===== src/rtl/asid_tlb_pkg.sv =====
package asid_tlb_pkg;

    localparam int VA_W   = 32;
    localparam int PA_W   = 32;
    localparam int OFF_W  = 12;
    localparam int ASID_W = 8;
    localparam int VPN_W  = VA_W - OFF_W;
    localparam int PFN_W  = PA_W - OFF_W;

    typedef logic [VPN_W-1:0]  vpn_t;
    typedef logic [PFN_W-1:0]  pfn_t;
    typedef logic [ASID_W-1:0] asid_t;

    typedef struct packed {
        logic  valid;
        logic  pinned;
        asid_t asid;
        vpn_t  vpn;
        pfn_t  pfn;
    } tlb_slot_t;

    typedef enum logic {
        VICTIM_LRU  = 1'b0,
        VICTIM_RAND = 1'b1
    } victim_mode_e;

    function automatic logic [PA_W-1:0] join_paddr(input pfn_t pfn,
                                                   input logic [VA_W-1:0] va);
        return {pfn, va[OFF_W-1:0]};
    endfunction

endpackage


===== src/rtl/tlb_match.sv =====
module tlb_match
    import asid_tlb_pkg::*;
#(
    parameter int N  = 4,
    parameter int IW = 2
) (
    input  tlb_slot_t        slots [N],
    input  vpn_t             req_vpn,
    input  asid_t            req_asid,
    output logic [N-1:0]     hit_vec,
    output logic             hit,
    output logic [IW-1:0]    hit_idx
);

    for (genvar g = 0; g < N; g++) begin : g_cmp
        assign hit_vec[g] = slots[g].valid &&
                            (slots[g].vpn == req_vpn) &&
                            (slots[g].asid == req_asid);
    end

    assign hit = |hit_vec;

    always_comb begin
        hit_idx = '0;
        for (int i = N - 1; i >= 0; i--) begin
            if (hit_vec[i]) hit_idx = IW'(i);
        end
    end

endmodule


===== src/rtl/tlb_lru.sv =====
module tlb_lru #(
    parameter int N  = 4,
    parameter int IW = 2
) (
    input  logic          clk,
    input  logic          rst,
    input  logic          touch_en,
    input  logic [IW-1:0] touch_idx,
    input  logic [N-1:0]  cand,
    output logic [IW-1:0] victim_idx,
    output logic          victim_ok
);

    logic [IW-1:0] age_q [N];

    always_ff @(posedge clk) begin
        if (rst) begin
            for (int i = 0; i < N; i++) age_q[i] <= IW'(i);
        end else if (touch_en) begin
            for (int i = 0; i < N; i++) begin
                if (IW'(i) == touch_idx)
                    age_q[i] <= '0;
                else if (age_q[i] < age_q[touch_idx])
                    age_q[i] <= age_q[i] + 1'b1;
            end
        end
    end

    always_comb begin
        victim_idx = '0;
        victim_ok  = 1'b0;
        for (int i = 0; i < N; i++) begin
            if (cand[i] && (!victim_ok || age_q[i] > age_q[victim_idx])) begin
                victim_idx = IW'(i);
                victim_ok  = 1'b1;
            end
        end
    end

endmodule


===== src/rtl/tlb_rand_pick.sv =====
module tlb_rand_pick #(
    parameter int          N    = 4,
    parameter int          IW   = 2,
    parameter logic [15:0] SEED = 16'hACE1
) (
    input  logic          clk,
    input  logic          rst,
    input  logic [N-1:0]  cand,
    output logic [IW-1:0] victim_idx,
    output logic          victim_ok
);

    logic [15:0] lfsr_q;
    logic        fb;
    int          start;

    assign fb = lfsr_q[15] ^ lfsr_q[13] ^ lfsr_q[12] ^ lfsr_q[10];

    always_ff @(posedge clk) begin
        if (rst) lfsr_q <= SEED;
        else     lfsr_q <= {lfsr_q[14:0], fb};
    end

    assign start = int'(lfsr_q[7:0]) % N;

    always_comb begin
        victim_idx = '0;
        victim_ok  = 1'b0;
        for (int k = N - 1; k >= 0; k--) begin
            if (cand[(start + k) % N]) begin
                victim_idx = IW'((start + k) % N);
                victim_ok  = 1'b1;
            end
        end
    end

endmodule


===== src/rtl/asid_tlb.sv =====
module asid_tlb
    import asid_tlb_pkg::*;
#(
    parameter int ENTRIES = 4,
    localparam int IW     = (ENTRIES > 1) ? $clog2(ENTRIES) : 1
) (
    input  logic              clk,
    input  logic              rst,
    input  logic              policy_rand,
    input  logic              flush,
    input  logic              lk_valid,
    input  logic [VA_W-1:0]   lk_vaddr,
    input  logic [ASID_W-1:0] lk_asid,
    output logic              lk_hit,
    output logic [PA_W-1:0]   lk_paddr,
    output logic [IW-1:0]     lk_slot,
    input  logic              fill_valid,
    input  logic [VPN_W-1:0]  fill_vpn,
    input  logic [ASID_W-1:0] fill_asid,
    input  logic [PFN_W-1:0]  fill_pfn,
    input  logic              fill_pin
);

    tlb_slot_t          slots_q [ENTRIES];
    logic [ENTRIES-1:0] ent_valid;
    logic [ENTRIES-1:0] ent_pinned;
    logic [ENTRIES-1:0] lk_hit_vec;
    logic [ENTRIES-1:0] fl_hit_vec;
    logic               lk_any;
    logic               fl_any;
    logic [IW-1:0]      lk_idx;
    logic [IW-1:0]      fl_idx;
    logic [IW-1:0]      free_idx;
    logic               free_any;
    logic [IW-1:0]      lru_idx;
    logic               lru_ok;
    logic [IW-1:0]      rnd_idx;
    logic               rnd_ok;
    logic [IW-1:0]      fill_slot;
    logic               fill_ok;
    logic               touch_en;
    logic [IW-1:0]      touch_idx;
    victim_mode_e       mode;

    for (genvar g = 0; g < ENTRIES; g++) begin : g_flags
        assign ent_valid[g]  = slots_q[g].valid;
        assign ent_pinned[g] = slots_q[g].pinned;
    end

    tlb_match #(.N(ENTRIES), .IW(IW)) lk_match_i (
        .slots    (slots_q),
        .req_vpn  (lk_vaddr[VA_W-1:OFF_W]),
        .req_asid (lk_asid),
        .hit_vec  (lk_hit_vec),
        .hit      (lk_any),
        .hit_idx  (lk_idx)
    );

    tlb_match #(.N(ENTRIES), .IW(IW)) fl_match_i (
        .slots    (slots_q),
        .req_vpn  (fill_vpn),
        .req_asid (fill_asid),
        .hit_vec  (fl_hit_vec),
        .hit      (fl_any),
        .hit_idx  (fl_idx)
    );

    tlb_lru #(.N(ENTRIES), .IW(IW)) lru_i (
        .clk        (clk),
        .rst        (rst),
        .touch_en   (touch_en),
        .touch_idx  (touch_idx),
        .cand       (~ent_pinned),
        .victim_idx (lru_idx),
        .victim_ok  (lru_ok)
    );

    tlb_rand_pick #(.N(ENTRIES), .IW(IW)) rnd_i (
        .clk        (clk),
        .rst        (rst),
        .cand       (~ent_pinned),
        .victim_idx (rnd_idx),
        .victim_ok  (rnd_ok)
    );

    // lookup result
    assign lk_hit   = lk_valid && lk_any;
    assign lk_slot  = lk_idx;
    assign lk_paddr = lk_hit ? join_paddr(slots_q[lk_idx].pfn, lk_vaddr) : '0;

    // lowest-numbered empty slot
    always_comb begin
        free_idx = '0;
        free_any = 1'b0;
        for (int i = ENTRIES - 1; i >= 0; i--) begin
            if (!ent_valid[i]) begin
                free_idx = IW'(i);
                free_any = 1'b1;
            end
        end
    end

    assign mode = victim_mode_e'(policy_rand);

    // slot selection: in-place match, then empty slot, then policy victim
    always_comb begin
        fill_slot = '0;
        fill_ok   = 1'b0;
        if (fill_valid && !flush) begin
            if (fl_any) begin
                fill_slot = fl_idx;
                fill_ok   = 1'b1;
            end else if (free_any) begin
                fill_slot = free_idx;
                fill_ok   = 1'b1;
            end else if (mode == VICTIM_RAND) begin
                fill_slot = rnd_idx;
                fill_ok   = rnd_ok;
            end else begin
                fill_slot = lru_idx;
                fill_ok   = lru_ok;
            end
        end
    end

    // recency update: a fill outranks a simultaneous hit
    always_comb begin
        touch_en  = fill_ok || lk_hit;
        touch_idx = fill_ok ? fill_slot : lk_idx;
    end

    always_ff @(posedge clk) begin
        if (rst) begin
            for (int i = 0; i < ENTRIES; i++) slots_q[i] <= '0;
        end else if (flush) begin
            for (int i = 0; i < ENTRIES; i++) begin
                if (!slots_q[i].pinned) slots_q[i].valid <= 1'b0;
            end
        end else if (fill_ok) begin
            slots_q[fill_slot] <= '{valid:  1'b1,
                                    pinned: fill_pin,
                                    asid:   fill_asid,
                                    vpn:    fill_vpn,
                                    pfn:    fill_pfn};
        end
    end

endmodule


===== config.mk =====
export PLATFORM = sky130hd
export DESIGN_NAME = asid_tlb
export DESIGN_NICKNAME = d
export VERILOG_FILES = /design/src/rtl/asid_tlb_pkg.sv /design/src/rtl/tlb_match.sv /design/src/rtl/tlb_lru.sv /design/src/rtl/tlb_rand_pick.sv /design/src/rtl/asid_tlb.sv
export SDC_FILE = /design/constraint.sdc
export NUM_CORES = 1
export LEC_CHECK = 0
export ABC_CLOCK_PERIOD_IN_PS = 7500
export CORE_ASPECT_RATIO = 0.75
export CORE_MARGIN = 5
export CORE_UTILIZATION = 40
export CTS_BUF_LIST = sky130_fd_sc_hd__clkbuf_4 sky130_fd_sc_hd__clkbuf_8
export CTS_CLUSTER_DIAMETER = 50
export DETAILED_ROUTE_END_ITERATION = 12
export DONT_BUFFER_PORTS = 1
export GPL_TIMING_DRIVEN = 0
export REMOVE_ABC_BUFFERS = 1
export SYNTH_ARGS = -nofsm -noshare
export SYNTH_HDL_FRONTEND = slang
export SYNTH_SLANG_ARGS = --single-unit

===== constraint.sdc =====
create_clock -name clk -period 7.5 [get_ports clk]
set_input_delay 0.375 -clock clk [delete_from_list [all_inputs] [get_ports clk]]
set_output_delay 0.375 -clock clk [all_outputs]
set_load 0.02 [all_outputs]

==> metrics.md <==
| Metric | Value |
|---|---|
| Combinational power share | 0.091 |
| Area contributors post-synth | dfxtp_1 (35%), mux2i_1 (16%), xnor2_1 (11%), nor2_1 (5.7%), xor2_1 (5.2%) |
| Initial core utilization | 0.405 |
| Sw frac | 0.248 |
| Hold Crit Class | in2reg |
| Bufs on Longest Clock Path | 3 |
| Initial antenna violation count | 1 |
| Nets | 1459 |
| DRC | 0 |
| Commonest non-fill, non-tap cells in the layout | dfxtp_1 (216), mux2i_1 (195), nor2_1 (185), xnor2_1 (154), xor2_1 (72) |
| Synth Area in Compound Gates | 0.0603 |
| Cell Area, Placed | about 0.013 mm^2 |
| Syn_area_per_cell | 9.00 um^2 |
| Worst setup margin | 0.999 ns |
| CTS H-tree depth | 2 |
| Power Dens Cells | 198 mW/mm^2 |
| Post-route design area | 0.0140 mm^2 |
| Max frequency | 0.154 GHz |
| Die Wd | approximately 210 um |
| R2R setup slack | 1.0 ns |
| Hold Startpoint | rst |
| Max_cap viols | 0 |
| IO Count | 130 |
| Clk sinks | 224 |
| #FFs+latches synth | 224 |
| Sequential fraction of design power | 0.448 |
| Met1 usage | 0.310 |
| Post-synthesis xor/xnor area fraction | 0.162 |
| IO Port Bufs | 0 |
| Post-synth EDFFs | 8 |
| FF-to-FF Start | lru_i.age_q[1][1] |
| Row Count | 55 |
| Fin crit period | 6.50 ns |
| Total setup buffers inserted after CTS | 0 |
| Ant. Diodes | 0 |
| Clock share of power | 0.462 |
| Drt via density | 5.40 |
| CP Data Required Time | 7.95 ns |
| Worst Hold Margin | 0.0767 ns |
| Ys async rst share | 0 |
| Rel. slew slack | 0.204 |
| Synth Warn # | 0 |
| Main combinational cell family by area after synthesis | multiplexers |
| Worst Path Arrival | 6.95 ns |
| Worst slack, placed | 0.589 ns |
| Pint | 0.00208 W |
| Simple-gate portion of the synthesized area | 0.172 |
| GR peak layer | met1 |
| Status | completed |
| Filler cells | around 2900 |
| Initial DRC Count | ~880 |
| Post-synth top area cell | dfxtp_1 |
| Crit. Startpoint | lru_i.age_q[1][1] |
| Final setup fails | 0 |
| Post-synthesis mux area share | 0.180 |
| Total wire length | about 37000 um |
| Synthesized instance count | 1358 |
| Ys flop type | dfxtp_1 |
| Layout cells sized above 1 | 0.0988 |
| Worst skew pair latency | 0.56 ns |
| Final setup skew | ~0.027 ns |
| HPWL Detailed | 24900 um |
| Antenna-violating nets left | 0 |
| Met3 Usage GRT | 0.0699 |
| GR Util met2 | 0.303 |
| Worst-path fanout max | 34 |
| Total CTS buffers | ~40 |
| Most common cell after layout, fill and taps aside | dfxtp_1 |
| Crit path kind | reg2reg |
| Vias in the first global route | between 9000 and 10000 |
| Root buffer cell | clkbuf_8 |
| Switching power | 0.000686 W |
| First-pass GRT wire length | 57000 um |
| Synthesis-to-layout area growth | 14.4% |
| Period utilisation layout | 0.867 |
| Setup_tns | 0 ns |
| Peak VDD IR | 108 uV |
| Total number of vias | 9644 |
| Clock transition at path regs | 0.06 ns |
| RePlAce Congestion | 0.935 |
| Largest net degree at the start of global routing | around 210 |
| Clock tree from TritonCTS | done |
| Pre-antenna DRT Iters | 5 |
| Final hold violations | 0 |
| CP Capture Type | flop |
| Core Area | 0.0301 mm^2 |
| Top cell type's share of synthesized area | 0.354 |
| Count of cell types in the netlist | 62 |
| Pleak | 5.18 nW |
| Netlist Area Pre-Place | between 0.01 and 0.015 mm^2 |
| Die ar. | 0.0342 mm^2 |
| Unrepaired setup endpoints after global routing | no |
| Die Span Y | 161 um |
| Crit path launch type | flop |
| Post-Synth Adder-Cell Area | 0.00778 |
| Max-slew violations | 0 |
| Drt wl/cell | 21.0 um |
| Slew @ Worst Pin | 1.19 ns |
| Total GRT Usage | 0.213 |
| Grt total ovfl | 0 |
| Sequential area share after synthesis | 0.374 |
## worst max-delay path, cell delays in order, from the launching register on
cell and delay, ns:
edfxtp_1 0.51, ha_1 0.36, nor2b_1 0.13, a2bb2oi_1 0.26, nor2_1 0.07, nor2_1 0.20, nand2_1 0.07, o21ai_0 0.13
ha_1 0.30, nand2_1 0.06, o21ai_0 0.11, a21oi_1 0.34, mux2_2 0.38, ha_1 0.28, a21oi_1 0.13, o21ai_0 0.09
o311ai_0 0.14, nor3_1 0.11, o311ai_2 0.30, nand4_4 0.61, nor3_2 0.71, buf_6 0.25, mux2i_1 0.21, nor2_1 0.05
dlygate4sd3_1 0.58
## sequential cells by signal, indices dropped and copies added (netlist names)
name / count
ent_pinned: 4
slots_q: 192
rnd_i.lfsr_q: 16
lru_i.age_q: 8
ent_valid: 4
## path summary, 6_finish.rpt
kind | cells after the start | endpoint
max reg2reg | 24 | slots_q[30]
min reg2reg | 1 | rnd_i.lfsr_q[10]
max | 24 | slots_q[30]
min | 2 | lru_i.age_q[3][0]
## timing repair
| action | in CTS | in global routing |
|---|---|---|
| resized for setup | 0 | 1 |
| setup endpoints to repair | 0 | 9 |
| endpoints found under the hold margin | 212 | 0 |
| hold buffers | 52 | 0 |
## metrics by stage
step	utilization	total power (W)	instances
after floorplan	-	0.00141	1245
after global placement	0.406	0.00145	1644
after detailed placement	0.416	0.00145	1662
after CTS	0.464	0.00280	1785
after global routing	0.464	0.00288	1785
final	0.464	0.00277	1785
## power groups by stage
stage	clock network [W]	registers (W)	logic, W
finish	0.00128	0.00124	0.000251
global route	0.00137	0.00124	0.000269
CTS	0.00131	0.00124	0.000248
detailed placement	0	0.00126	0.000188
global placement	0	0.00126	0.000189
floorplan	0	0.00126	0.000146
## layout make-up
type | instances | area, um^2 | area share
Timing Repair Buffer | 70 | 806 | 0.0576
Clock buffer | 63 | 798 | 0.0571
Clock inverter | 8 | 97.6 | 0.00698
Sequential cell | 224 | 4560 | 0.326
Multi-Input combinational cell | 1008 | 7170 | 0.513
Inverter | 13 | 48.8 | 0.00349
Tap cell | 399 | 499 | 0.0357
## per-layer routing
metal | up-vias | wire length [um]
met1 | 4608 | 17600
met4 | 2 | 728
met3 | 63 | 3490
met5 | - | 13
li1 | 4629 | -
met2 | 342 | 15600
## synth_stat cells, types with 8 or more instances
library cell	number
and2_1	32
nor3_1	9
nand4_1	46
nor2b_1	15
a21oi_1	39
nor4_1	30
o21ai_0	33
mux2_2	21
buf_2	49
nand2_1	71
nand3_1	32
xor2_1	72
or2_2	9
nor2_1	185
edfxtp_1	8
mux2i_1	195
xnor2_1	154
inv_1	13
dfxtp_1	216
clkbuf_1	60
## kinds of logic after synthesis
kind of cell | Yosys count
AOI/OAI and AO/OA | 113
adders and majority gates | 8
DFF | 224
muxes | 217
and+or+nand+nor | 444
buffers and inverters | 126
xor gates and xnor gates | 226
Note: power is estimated with default switching activity, not from simulation.
